**config.mk**
```make
export PLATFORM = sky130hd
export DESIGN_NAME = rmh_ctrl
export DESIGN_NICKNAME = d
export VERILOG_FILES = /design/src/rtl/rmh_pkg.sv /design/src/rtl/rmh_rx_parser.sv /design/src/rtl/rmh_server.sv /design/src/rtl/rmh_requester.sv /design/src/rtl/rmh_tx_framer.sv /design/src/rtl/rmh_ctrl.sv
export SDC_FILE = /design/constraint.sdc
export NUM_CORES = 1
export LEC_CHECK = 0
export BUFFER_PORTS_ARGS = -buffer_cell sky130_fd_sc_hd__buf_2
export CAP_MARGIN = 20
export CORE_MARGIN = 3
export CORE_UTILIZATION = 32
export CTS_CLUSTER_DIAMETER = 40
export DETAILED_ROUTE_END_ITERATION = 16
export GPL_TIMING_DRIVEN = 0
export HOLD_SLACK_MARGIN = 0.02
export SETUP_SLACK_MARGIN = 0.5
export SLEW_MARGIN = 15
export SYNTH_ARGS = -nofsm -noshare
export SYNTH_HDL_FRONTEND = slang
export SYNTH_SLANG_ARGS = --single-unit
```
**constraint.sdc**
```tcl
create_clock -name clk -period 3.5 [get_ports clk]
set_input_delay 0.7 -clock clk [delete_from_list [all_inputs] [get_ports clk]]
set_output_delay 0.7 -clock clk [all_outputs]
set_load 0.005 [all_outputs]
```
**src/rtl/rmh_pkg.sv**
```systemverilog
package rmh_pkg;
  localparam logic [7:0] SOF_BYTE = 8'h7E;

  localparam logic [3:0] MSG_RD_REQ = 4'd1;
  localparam logic [3:0] MSG_RD_RSP = 4'd2;
  localparam logic [3:0] MSG_WR     = 4'd3;
  localparam logic [3:0] MSG_ACQ    = 4'd4;
  localparam logic [3:0] MSG_REL    = 4'd5;
  localparam logic [3:0] MSG_ACK    = 4'd6;
  localparam logic [3:0] MSG_BAD    = 4'hF;

  typedef struct packed {
    logic [7:0] src;
    logic [3:0] msg;
    logic [7:0] b0;
    logic [7:0] b1;
  } frame_t;

  typedef struct packed {
    logic [3:0] msg;
    logic [1:0] nbytes;
    logic [7:0] b0;
    logic [7:0] b1;
  } desc_t;

  // payload bytes a message code must carry; 3 marks an unknown code
  function automatic logic [1:0] payload_len(input logic [3:0] m);
    case (m)
      MSG_RD_REQ, MSG_ACQ, MSG_REL, MSG_ACK: payload_len = 2'd1;
      MSG_RD_RSP, MSG_WR:                    payload_len = 2'd2;
      default:                               payload_len = 2'd3;
    endcase
  endfunction

  function automatic logic is_reply(input logic [3:0] m);
    is_reply = (m == MSG_RD_RSP) || (m == MSG_ACK);
  endfunction
endpackage

```
**src/rtl/rmh_rx_parser.sv**
```systemverilog
module rmh_rx_parser
  import rmh_pkg::*;
(
  input  logic       clk,
  input  logic       rst_n,
  input  logic       rx_valid,
  output logic       rx_ready,
  input  logic [7:0] rx_data,
  output logic       frm_valid,
  input  logic       frm_ready,
  output frame_t     frm,
  output logic       rx_err
);
  typedef enum logic [2:0] {P_HUNT, P_LEN, P_SRC, P_MSG, P_PAY, P_PAR, P_HOLD} pst_e;
  pst_e       st;
  logic [7:0] acc;
  logic [1:0] need, got;
  frame_t     cur;
  logic       beat;
  logic [7:0] acc_n;

  assign rx_ready  = (st != P_HOLD);
  assign frm_valid = (st == P_HOLD);
  assign frm       = cur;
  assign beat      = rx_valid && rx_ready;
  assign acc_n     = acc ^ rx_data;

  always_ff @(posedge clk) begin
    if (!rst_n) begin
      st     <= P_HUNT;
      acc    <= '0;
      need   <= '0;
      got    <= '0;
      cur    <= '0;
      rx_err <= 1'b0;
    end else begin
      rx_err <= 1'b0;
      case (st)
        P_HUNT: if (beat && rx_data == SOF_BYTE) st <= P_LEN;
        P_LEN: if (beat) begin
          acc <= rx_data;
          if (rx_data[2:0] != 3'd0 || rx_data[7:3] > 5'd2) begin
            rx_err <= 1'b1;
            st     <= P_HUNT;
          end else begin
            need <= rx_data[4:3];
            st   <= P_SRC;
          end
        end
        P_SRC: if (beat) begin
          acc     <= acc_n;
          cur.src <= rx_data;
          st      <= P_MSG;
        end
        P_MSG: if (beat) begin
          acc     <= acc_n;
          cur.msg <= (rx_data[7:4] == 4'd0) ? rx_data[3:0] : MSG_BAD;
          cur.b0  <= '0;
          cur.b1  <= '0;
          got     <= '0;
          st      <= (need == 2'd0) ? P_PAR : P_PAY;
        end
        P_PAY: if (beat) begin
          acc <= acc_n;
          if (got == 2'd0) cur.b0 <= rx_data;
          else             cur.b1 <= rx_data;
          got <= got + 2'd1;
          if (got + 2'd1 == need) st <= P_PAR;
        end
        P_PAR: if (beat) begin
          if (acc_n == 8'd0 && payload_len(cur.msg) == need) begin
            st <= P_HOLD;
          end else begin
            rx_err <= 1'b1;
            st     <= P_HUNT;
          end
        end
        P_HOLD: if (frm_ready) st <= P_HUNT;
        default: st <= P_HUNT;
      endcase
    end
  end

  AST_FRM_HOLD: assert property (@(posedge clk) disable iff (!rst_n)
    frm_valid && !frm_ready |=> frm_valid && $stable(frm));
  AST_ERR_NOT_DELIVERED: assert property (@(posedge clk) disable iff (!rst_n)
    rx_err |-> !frm_valid);
endmodule

```
**src/rtl/rmh_server.sv**
```systemverilog
module rmh_server
  import rmh_pkg::*;
#(
  parameter int ADDR_W = 8,
  parameter int REG_W  = 2
) (
  input  logic              clk,
  input  logic              rst_n,
  input  logic              req_valid,
  output logic              req_ready,
  input  frame_t            req,
  output logic              mem_en,
  output logic              mem_we,
  output logic [ADDR_W-1:0] mem_addr,
  output logic [7:0]        mem_wdata,
  input  logic [7:0]        mem_rdata,
  output logic              rep_valid,
  input  logic              rep_ready,
  output desc_t             rep
);
  localparam int NREG = 1 << REG_W;

  typedef enum logic [1:0] {S_IDLE, S_EXEC, S_RDW, S_REP} sst_e;
  sst_e             st;
  frame_t           f;
  logic [NREG-1:0]  lock_q;
  logic [7:0]       owner_q [NREG];
  logic [REG_W-1:0] acc_reg, sync_reg;
  logic             blocked, foreign, is_data;

  assign acc_reg   = f.b0[ADDR_W-1 -: REG_W];
  assign sync_reg  = f.b0[REG_W-1:0];
  assign blocked   = lock_q[acc_reg] && (owner_q[acc_reg] != f.src);
  assign foreign   = lock_q[sync_reg] && (owner_q[sync_reg] != f.src);
  assign is_data   = (f.msg == MSG_RD_REQ) || (f.msg == MSG_WR);

  assign req_ready = (st == S_IDLE);
  assign rep_valid = (st == S_REP);
  assign mem_en    = (st == S_EXEC) && is_data && !blocked;
  assign mem_we    = (f.msg == MSG_WR);
  assign mem_addr  = f.b0[ADDR_W-1:0];
  assign mem_wdata = f.b1;

  always_ff @(posedge clk) begin
    if (!rst_n) begin
      st     <= S_IDLE;
      f      <= '0;
      rep    <= '0;
      lock_q <= '0;
      for (int i = 0; i < NREG; i++) owner_q[i] <= '0;
    end else begin
      case (st)
        S_IDLE: if (req_valid) begin
          f  <= req;
          st <= S_EXEC;
        end
        S_EXEC: begin
          st <= S_IDLE;
          case (f.msg)
            MSG_RD_REQ: if (!blocked) begin
              rep <= '{msg: MSG_RD_RSP, nbytes: 2'd2, b0: f.b0, b1: 8'd0};
              st  <= S_RDW;
            end
            MSG_WR: if (!blocked) begin
              rep <= '{msg: MSG_ACK, nbytes: 2'd1, b0: f.b0, b1: 8'd0};
              st  <= S_REP;
            end
            MSG_ACQ: if (!foreign) begin
              lock_q[sync_reg]  <= 1'b1;
              owner_q[sync_reg] <= f.src;
              rep <= '{msg: MSG_ACK, nbytes: 2'd1, b0: f.b0, b1: 8'd0};
              st  <= S_REP;
            end
            MSG_REL: if (!foreign) begin
              lock_q[sync_reg] <= 1'b0;
              rep <= '{msg: MSG_ACK, nbytes: 2'd1, b0: f.b0, b1: 8'd0};
              st  <= S_REP;
            end
            default: st <= S_IDLE;
          endcase
        end
        S_RDW: begin
          rep.b1 <= mem_rdata;
          st     <= S_REP;
        end
        S_REP: if (rep_ready) st <= S_IDLE;
        default: st <= S_IDLE;
      endcase
    end
  end

  AST_RDW_AFTER_READ: assert property (@(posedge clk) disable iff (!rst_n)
    (st == S_RDW) |-> $past(mem_en && !mem_we));
  AST_REP_HOLD: assert property (@(posedge clk) disable iff (!rst_n)
    rep_valid && !rep_ready |=> rep_valid && $stable(rep));
  AST_MEM_ONLY_IN_EXEC: assert property (@(posedge clk) disable iff (!rst_n)
    mem_en |-> !req_ready && !rep_valid);
endmodule

```
**src/rtl/rmh_requester.sv**
```systemverilog
module rmh_requester
  import rmh_pkg::*;
#(
  parameter int TMO_W     = 16,
  parameter int RETRY_MAX = 3
) (
  input  logic             clk,
  input  logic             rst_n,
  input  logic             cmd_valid,
  output logic             cmd_ready,
  input  logic [1:0]       cmd_op,
  input  logic [7:0]       cmd_addr,
  input  logic [7:0]       cmd_wdata,
  output logic             cmd_done,
  output logic             cmd_fail,
  output logic [7:0]       cmd_rdata,
  input  logic [TMO_W-1:0] timeout_cycles,
  input  logic             rsp_valid,
  input  frame_t           rsp,
  output logic             out_valid,
  input  logic             out_ready,
  output desc_t            out
);
  localparam int RW = (RETRY_MAX < 1) ? 1 : $clog2(RETRY_MAX + 1);

  typedef enum logic [1:0] {R_IDLE, R_SEND, R_WAIT} rst_e;
  rst_e             st;
  desc_t            q;
  logic [RW-1:0]    tries;
  logic [TMO_W-1:0] timer;
  logic             match, expired;
  desc_t            fresh;

  always_comb begin
    fresh = '{msg: MSG_RD_REQ, nbytes: 2'd1, b0: cmd_addr, b1: 8'd0};
    case (cmd_op)
      2'd1:    fresh = '{msg: MSG_WR,  nbytes: 2'd2, b0: cmd_addr, b1: cmd_wdata};
      2'd2:    fresh = '{msg: MSG_ACQ, nbytes: 2'd1, b0: cmd_addr, b1: 8'd0};
      2'd3:    fresh = '{msg: MSG_REL, nbytes: 2'd1, b0: cmd_addr, b1: 8'd0};
      default: ;
    endcase
  end

  assign match = rsp_valid && (st == R_WAIT) && (rsp.b0 == q.b0) &&
                 ((q.msg == MSG_RD_REQ) ? (rsp.msg == MSG_RD_RSP) : (rsp.msg == MSG_ACK));
  assign expired   = (timer == timeout_cycles);
  assign cmd_ready = (st == R_IDLE);
  assign out_valid = (st == R_SEND);
  assign out       = q;

  always_ff @(posedge clk) begin
    if (!rst_n) begin
      st        <= R_IDLE;
      q         <= '0;
      tries     <= '0;
      timer     <= '0;
      cmd_done  <= 1'b0;
      cmd_fail  <= 1'b0;
      cmd_rdata <= '0;
    end else begin
      cmd_done <= 1'b0;
      cmd_fail <= 1'b0;
      case (st)
        R_IDLE: if (cmd_valid) begin
          q     <= fresh;
          tries <= '0;
          st    <= R_SEND;
        end
        R_SEND: if (out_ready) begin
          timer <= '0;
          st    <= R_WAIT;
        end
        R_WAIT: begin
          timer <= timer + 1'b1;
          if (match) begin
            cmd_done <= 1'b1;
            if (q.msg == MSG_RD_REQ) cmd_rdata <= rsp.b1;
            st <= R_IDLE;
          end else if (expired) begin
            if (int'(tries) >= RETRY_MAX) begin
              cmd_fail <= 1'b1;
              st       <= R_IDLE;
            end else begin
              tries <= tries + 1'b1;
              st    <= R_SEND;
            end
          end
        end
        default: st <= R_IDLE;
      endcase
    end
  end

  AST_DONE_FAIL_EXCL: assert property (@(posedge clk) disable iff (!rst_n)
    !(cmd_done && cmd_fail));
  AST_DONE_FREES: assert property (@(posedge clk) disable iff (!rst_n)
    (cmd_done || cmd_fail) |-> cmd_ready);
  AST_OUT_HOLD: assert property (@(posedge clk) disable iff (!rst_n)
    out_valid && !out_ready |=> out_valid && $stable(out));
endmodule

```
**src/rtl/rmh_tx_framer.sv**
```systemverilog
module rmh_tx_framer
  import rmh_pkg::*;
(
  input  logic       clk,
  input  logic       rst_n,
  input  logic [7:0] my_id,
  input  logic       a_valid,
  output logic       a_ready,
  input  desc_t      a,
  input  logic       b_valid,
  output logic       b_ready,
  input  desc_t      b,
  output logic       tx_valid,
  input  logic       tx_ready,
  output logic [7:0] tx_data
);
  logic       busy;
  logic [2:0] idx;
  desc_t      d;
  logic [7:0] id_q, len_b, msg_b, chk;
  logic [2:0] last;

  assign a_ready  = !busy;
  assign b_ready  = !busy && !a_valid;
  assign tx_valid = busy;
  assign len_b    = {3'd0, d.nbytes, 3'd0};
  assign msg_b    = {4'd0, d.msg};
  assign last     = 3'd4 + {1'b0, d.nbytes};
  assign chk      = len_b ^ id_q ^ msg_b ^
                    ((d.nbytes != 2'd0) ? d.b0 : 8'd0) ^
                    ((d.nbytes == 2'd2) ? d.b1 : 8'd0);

  always_comb begin
    case (idx)
      3'd0:    tx_data = SOF_BYTE;
      3'd1:    tx_data = len_b;
      3'd2:    tx_data = id_q;
      3'd3:    tx_data = msg_b;
      default: begin
        if (idx == last)      tx_data = chk;
        else if (idx == 3'd4) tx_data = d.b0;
        else                  tx_data = d.b1;
      end
    endcase
  end

  always_ff @(posedge clk) begin
    if (!rst_n) begin
      busy <= 1'b0;
      idx  <= '0;
      d    <= '0;
      id_q <= '0;
    end else if (!busy) begin
      idx <= '0;
      if (a_valid) begin
        d    <= a;
        id_q <= my_id;
        busy <= 1'b1;
      end else if (b_valid) begin
        d    <= b;
        id_q <= my_id;
        busy <= 1'b1;
      end
    end else if (tx_ready) begin
      if (idx == last) busy <= 1'b0;
      idx <= idx + 3'd1;
    end
  end

  AST_TX_HOLD: assert property (@(posedge clk) disable iff (!rst_n)
    tx_valid && !tx_ready |=> tx_valid && $stable(tx_data));
  AST_ONE_GRANT: assert property (@(posedge clk) disable iff (!rst_n)
    !(a_valid && a_ready && b_valid && b_ready));
  AST_FRAME_OPENS: assert property (@(posedge clk) disable iff (!rst_n)
    $rose(tx_valid) |-> tx_data == SOF_BYTE);
endmodule

```
**src/rtl/rmh_ctrl.sv**
```systemverilog
module rmh_ctrl
  import rmh_pkg::*;
#(
  parameter int ADDR_W    = 8,
  parameter int REG_W     = 2,
  parameter int TMO_W     = 16,
  parameter int RETRY_MAX = 3
) (
  input  logic              clk,
  input  logic              rst_n,
  input  logic [7:0]        my_id,
  input  logic [TMO_W-1:0]  timeout_cycles,
  input  logic              rx_valid,
  output logic              rx_ready,
  input  logic [7:0]        rx_data,
  output logic              rx_err,
  output logic              tx_valid,
  input  logic              tx_ready,
  output logic [7:0]        tx_data,
  input  logic              cmd_valid,
  output logic              cmd_ready,
  input  logic [1:0]        cmd_op,
  input  logic [7:0]        cmd_addr,
  input  logic [7:0]        cmd_wdata,
  output logic              cmd_done,
  output logic              cmd_fail,
  output logic [7:0]        cmd_rdata,
  output logic              mem_en,
  output logic              mem_we,
  output logic [ADDR_W-1:0] mem_addr,
  output logic [7:0]        mem_wdata,
  input  logic [7:0]        mem_rdata
);
  frame_t frm;
  logic   frm_valid, frm_ready, frm_is_rep;
  logic   srv_valid, srv_ready;
  logic   rep_valid, rep_ready, out_valid, out_ready;
  desc_t  rep, out;

  assign frm_is_rep = is_reply(frm.msg);
  assign srv_valid  = frm_valid && !frm_is_rep;
  assign frm_ready  = frm_is_rep ? 1'b1 : srv_ready;

  rmh_rx_parser u_parser (
    .clk(clk), .rst_n(rst_n),
    .rx_valid(rx_valid), .rx_ready(rx_ready), .rx_data(rx_data),
    .frm_valid(frm_valid), .frm_ready(frm_ready), .frm(frm), .rx_err(rx_err)
  );

  rmh_server #(.ADDR_W(ADDR_W), .REG_W(REG_W)) u_server (
    .clk(clk), .rst_n(rst_n),
    .req_valid(srv_valid), .req_ready(srv_ready), .req(frm),
    .mem_en(mem_en), .mem_we(mem_we), .mem_addr(mem_addr),
    .mem_wdata(mem_wdata), .mem_rdata(mem_rdata),
    .rep_valid(rep_valid), .rep_ready(rep_ready), .rep(rep)
  );

  rmh_requester #(.TMO_W(TMO_W), .RETRY_MAX(RETRY_MAX)) u_requester (
    .clk(clk), .rst_n(rst_n),
    .cmd_valid(cmd_valid), .cmd_ready(cmd_ready), .cmd_op(cmd_op),
    .cmd_addr(cmd_addr), .cmd_wdata(cmd_wdata),
    .cmd_done(cmd_done), .cmd_fail(cmd_fail), .cmd_rdata(cmd_rdata),
    .timeout_cycles(timeout_cycles),
    .rsp_valid(frm_valid && frm_is_rep), .rsp(frm),
    .out_valid(out_valid), .out_ready(out_ready), .out(out)
  );

  rmh_tx_framer u_framer (
    .clk(clk), .rst_n(rst_n), .my_id(my_id),
    .a_valid(rep_valid), .a_ready(rep_ready), .a(rep),
    .b_valid(out_valid), .b_ready(out_ready), .b(out),
    .tx_valid(tx_valid), .tx_ready(tx_ready), .tx_data(tx_data)
  );

  AST_RX_STALL_PENDING: assert property (@(posedge clk) disable iff (!rst_n)
    !rx_ready |-> frm_valid);
endmodule

```
==> summary by stage <==
Synth
The flop and latch count out of synthesis is 216. The number of different library cells in the post-synthesis netlist is 59. The cell count after synthesis came out at 1205. Of all cell types, the one taking the most synthesized area is sky130_fd_sc_hd__dfxtp_1. Ranked by total cell area, the synthesized netlist is headed by sky130_fd_sc_hd__dfxtp_1, sky130_fd_sc_hd__edfxtp_1, sky130_fd_sc_hd__nand2_1, sky130_fd_sc_hd__mux2i_1, sky130_fd_sc_hd__xnor2_1. The proportion of synthesized flip-flops having asynchronous set or reset is 0%. For this run, the register share of the synthesized area comes to 43.8%. The most frequent cell after synthesis is sky130_fd_sc_hd__nand2_1. The count of warnings emitted by yosys is 0. In the synthesized netlist, the cells that appear most often are sky130_fd_sc_hd__nand2_1, sky130_fd_sc_hd__dfxtp_1, sky130_fd_sc_hd__nor2_1.

The number of synthesized flops with an enable pin is 32. The mapped netlist covers 10600 µm². The mean instance size in the synthesized netlist is 8.81 µm². In the synthesized netlist the dominant register cell turns out to be sky130_fd_sc_hd__dfxtp_1. The share of the synthesized area in the top cell type is 34.7%.

Synthesis produced a netlist with a net count of 1280.

STA
The smallest hold slack is 0.411 ns. The post-route clock skew is 0.0307 ns. At the pin with the least slew margin, the transition time is 0.978 ns. Static timing analysis puts the maximum clock frequency at 316 MHz. For the finished layout, the period the worst path requires is 3.16 ns. Setup repair after global routing could not meet its margin everywhere. The number of setup violations in the final report is 0. The number of max-slew violations in the final report came to 0. Of the available clock period, the critical path in the final layout requires 90.3%. The number of failing hold endpoints at the final stage is 0. The worst max-slew margin expressed relative to the limit is 34.8%. The final critical-path setup slack is 0.340 ns.

Routing
Wires add up to 30.9 mm. The number of vias after detailed routing is 9168. In the final routed layout, each cell accounts on average for 17.0 µm.

The DRC violation total after the first TritonRoute iteration is 641. Routed signal wires occupy layers up through met4. For this run, the detailed router's first-pass iteration total came to 5.

Wire segments on met2 add up to 14.4 mm in the final route. The routed design uses 1.60 mm of met3 wire. The detailed-routing wirelength on met1 is 14.2 mm.

After detailed routing, the number of vias per cell comes to 5.05. The count of nets left with antenna violations once routing finished came out at 0. For this run, design rule violations remaining after detail routing come to 0.

Setup path
The required time reported for the critical path endpoint is 2.80 ns. The critical path's largest stage delay is 0.52 ns. The endpoint identified for the worst register-to-register timing path is u_server.owner_q[0][6]$_SDFFCE_PN0P_. The kind of cell adding the most delay to the critical path is multiplexers.

The slack of the worst reg-to-reg path is 0.58 ns. The critical path goes through buf_12 -> buf_12 -> mux4_2 -> xnor2_2 -> nand4_1 -> o21ai_2 -> nand3_2 -> inv_2 -> buf_6. The maximum fanout encountered on the critical timing path is 6. The critical path's slowest cell is sky130_fd_sc_hd__mux4_2.

The path type of the worst setup path is flop to output pin. STA classifies the critical path startpoint as a flop. The count of buffering cells on the critical path with inverters included is 4. The type of destination of the critical path is an output pin. The data arrival time of the worst path is 2.46 ns.

The most prevalent standard cell on the critical path is sky130_fd_sc_hd__buf_12. The depth of the worst register-to-register path is 9.

Hold path
The start point of the worst min-delay path is cmd_wdata[7]. The worst hold path was traced through 3 stages. The sink of the worst hold path is u_requester.out[7]$_SDFFE_PN0P_.

The worst hold path class is input port to flop.

Die
The number of placement rows is 66. The total area inside the core boundary comes to 32600 µm². The vertical extent of the die is 188 µm. 103 I/O pins were placed. The floorplan step defined a die boundary enclosing 35400 µm².

The starting density of the core is 32.5%. The die is 188 µm wide.

Flow run
The count of maximum capacitance violations is 0.

Status
The flow ran to the end, and the final reports show no timing, DRC or antenna violations.

Clocking
After clock tree synthesis, the clock-pin slew on the worst setup and hold paths is 0.06 ns. The TritonCTS clock tree is done. The number of buffers between clock root and the deepest sink is 3. The clock sink count is 216. The H-tree depth is 2. The clock latency reported for the late side of the worst-skew pair is 0.53 ns.

The tree is rooted in a sky130_fd_sc_hd__clkbuf_16. The number of buffers created by CTS is 37. The number of hold buffers added after CTS was 0.

Final layout
The register with the most flip-flops in the layout has 32 of them. After the last flow step, the layout net total stands at 1418. Cells with a size suffix above 1 make up 19.3% of the layout. The register with the most flip-flops is u_server.owner_q. Once layout is done, the placed cells without fillers occupy 13100 µm². Compared with the post-synthesis result, the final layout area differs by 23.7%.

GRT
The initial antenna violation count is 1. The via count of the first global-routing pass was 8964. After global routing the overflow that remains totals 0. The first global-routing pass estimated 48.5 mm of wire. The maximum number of pins on one net before global-route repair is 15. The total global routing track utilization is 17.0%.

Pwr
The worst-case IR drop observed on VDD is 0.293 mV. In this run the static leakage power is 4.87 nW. Power spread over the standard cell area amounts to 533 nW/µm².

Place
The placer congestion estimate is 0.871. The pre-CTS setup slack is 0.230 ns. The count of buffers added on input and output ports is 93.

Detailed placement ended at an HPWL of 22.2 mm. After detailed placement, the total cell area comes to 11600 µm².
-- per-layer routing --
metal  global-route usage (%)  vias up
met5                        0        -
met4                     5.31        0
met3                     3.18       51
met2                     27.9      254
met1                     22.6     4370
li1                         -     4493
-- timing repair --
item,CTS,global route
endpoints found under the setup margin,41,54
pin swaps,4,5
resized for setup,30,25
buffers inserted,4,1
gates cloned,0,0
-- cells in the final DEF (no fill, tap or decap), drive strengths merged, types with 12 or more instances in the layout --
master / n
and3: 26
a211oi: 27
ha: 12
nor3: 14
nor2: 115
clkbuf: 108
clkinv: 12
xnor2: 51
nand2: 199
o21ai: 69
nand4: 13
mux4: 17
mux2i: 61
buf: 126
and2: 31
a22oi: 23
dfxtp: 184
nand3: 38
inv: 29
edfxtp: 32
xor2: 15
a21oi: 83
-- power breakdown --
part           switching (mW)  total, mW  leakage, nW  internal [mW]
Sequential              0.115       2.74         1.79           2.62
Clock                    1.40       3.58        0.615           2.18
Combinational           0.408      0.682         2.46          0.275
Total                    1.92       7.00         4.87           5.08
-- cells by family (layout without fill, tap and decap cells) --
logic type / after synthesis / in the layout / share of synthesized area, %
other cells: 0 / 1 / 0
mux: 87 / 87 / 10.6
flops: 216 / 216 / 43.8
xor+xnor: 66 / 66 / 5.45
buf+inv: 111 / 278 / 4.68
fa+ha+maj: 12 / 12 / 1.41
compound gates: 229 / 229 / 13.0
simple gates: 484 / 484 / 21.1
-- how the worst max path moves through the flow --
stage | start | end | cells past startpoint
after floorplan | flop | u_server.owner_q[3][0]$_DFFE_PP_ | 8
after global placement | flop | u_server.owner_q[3][5]$_DFFE_PP_ | 8
after detailed placement | flop | u_server.owner_q[3][5]$_DFFE_PP_ | 8
after CTS | flop | mem_en | 8
after global routing | flop | mem_en | 9
final | flop | mem_en | 9
-- tightest hold or removal path, delay by kind of cell --
family                 cells  cell delay, ns
and+or+nand+nor            1            0.07
AOI/OAI and AO/OA          1            0.05
buffers and inverters      1            0.08
-- area by class of cell --
class                      count  area (µm²)
sequential                   216        4650
multi-input combinational    878        5590
antenna                        1        2.50
inverter                      19        71.3
fill                        3257       19500
clock inverter                25         220
timing repair buffer          99         539
tap                          442         553
buffer                        92         470
clock buffer                  43        1030
-- stage by stage --
| step | TNS, ns | std cells | total power, mW | utilization [%] |
|---|---|---|---|---|
| 2_1_floorplan | 0 | 1205 | 3.21 | - |
| 3_3_place_gp | -1.64 | 1740 | 3.43 | 35.7 |
| 3_5_place_dp | 0 | 1740 | 3.45 | 35.7 |
| 4_1_cts | 0 | 1812 | 7.04 | 39.9 |
| 5_1_grt | 0 | 1815 | 7.27 | 40.2 |
| 6_report | 0 | 1815 | 7.00 | 40.2 |
No activity file was read; power rests on OpenSTA's default activity.
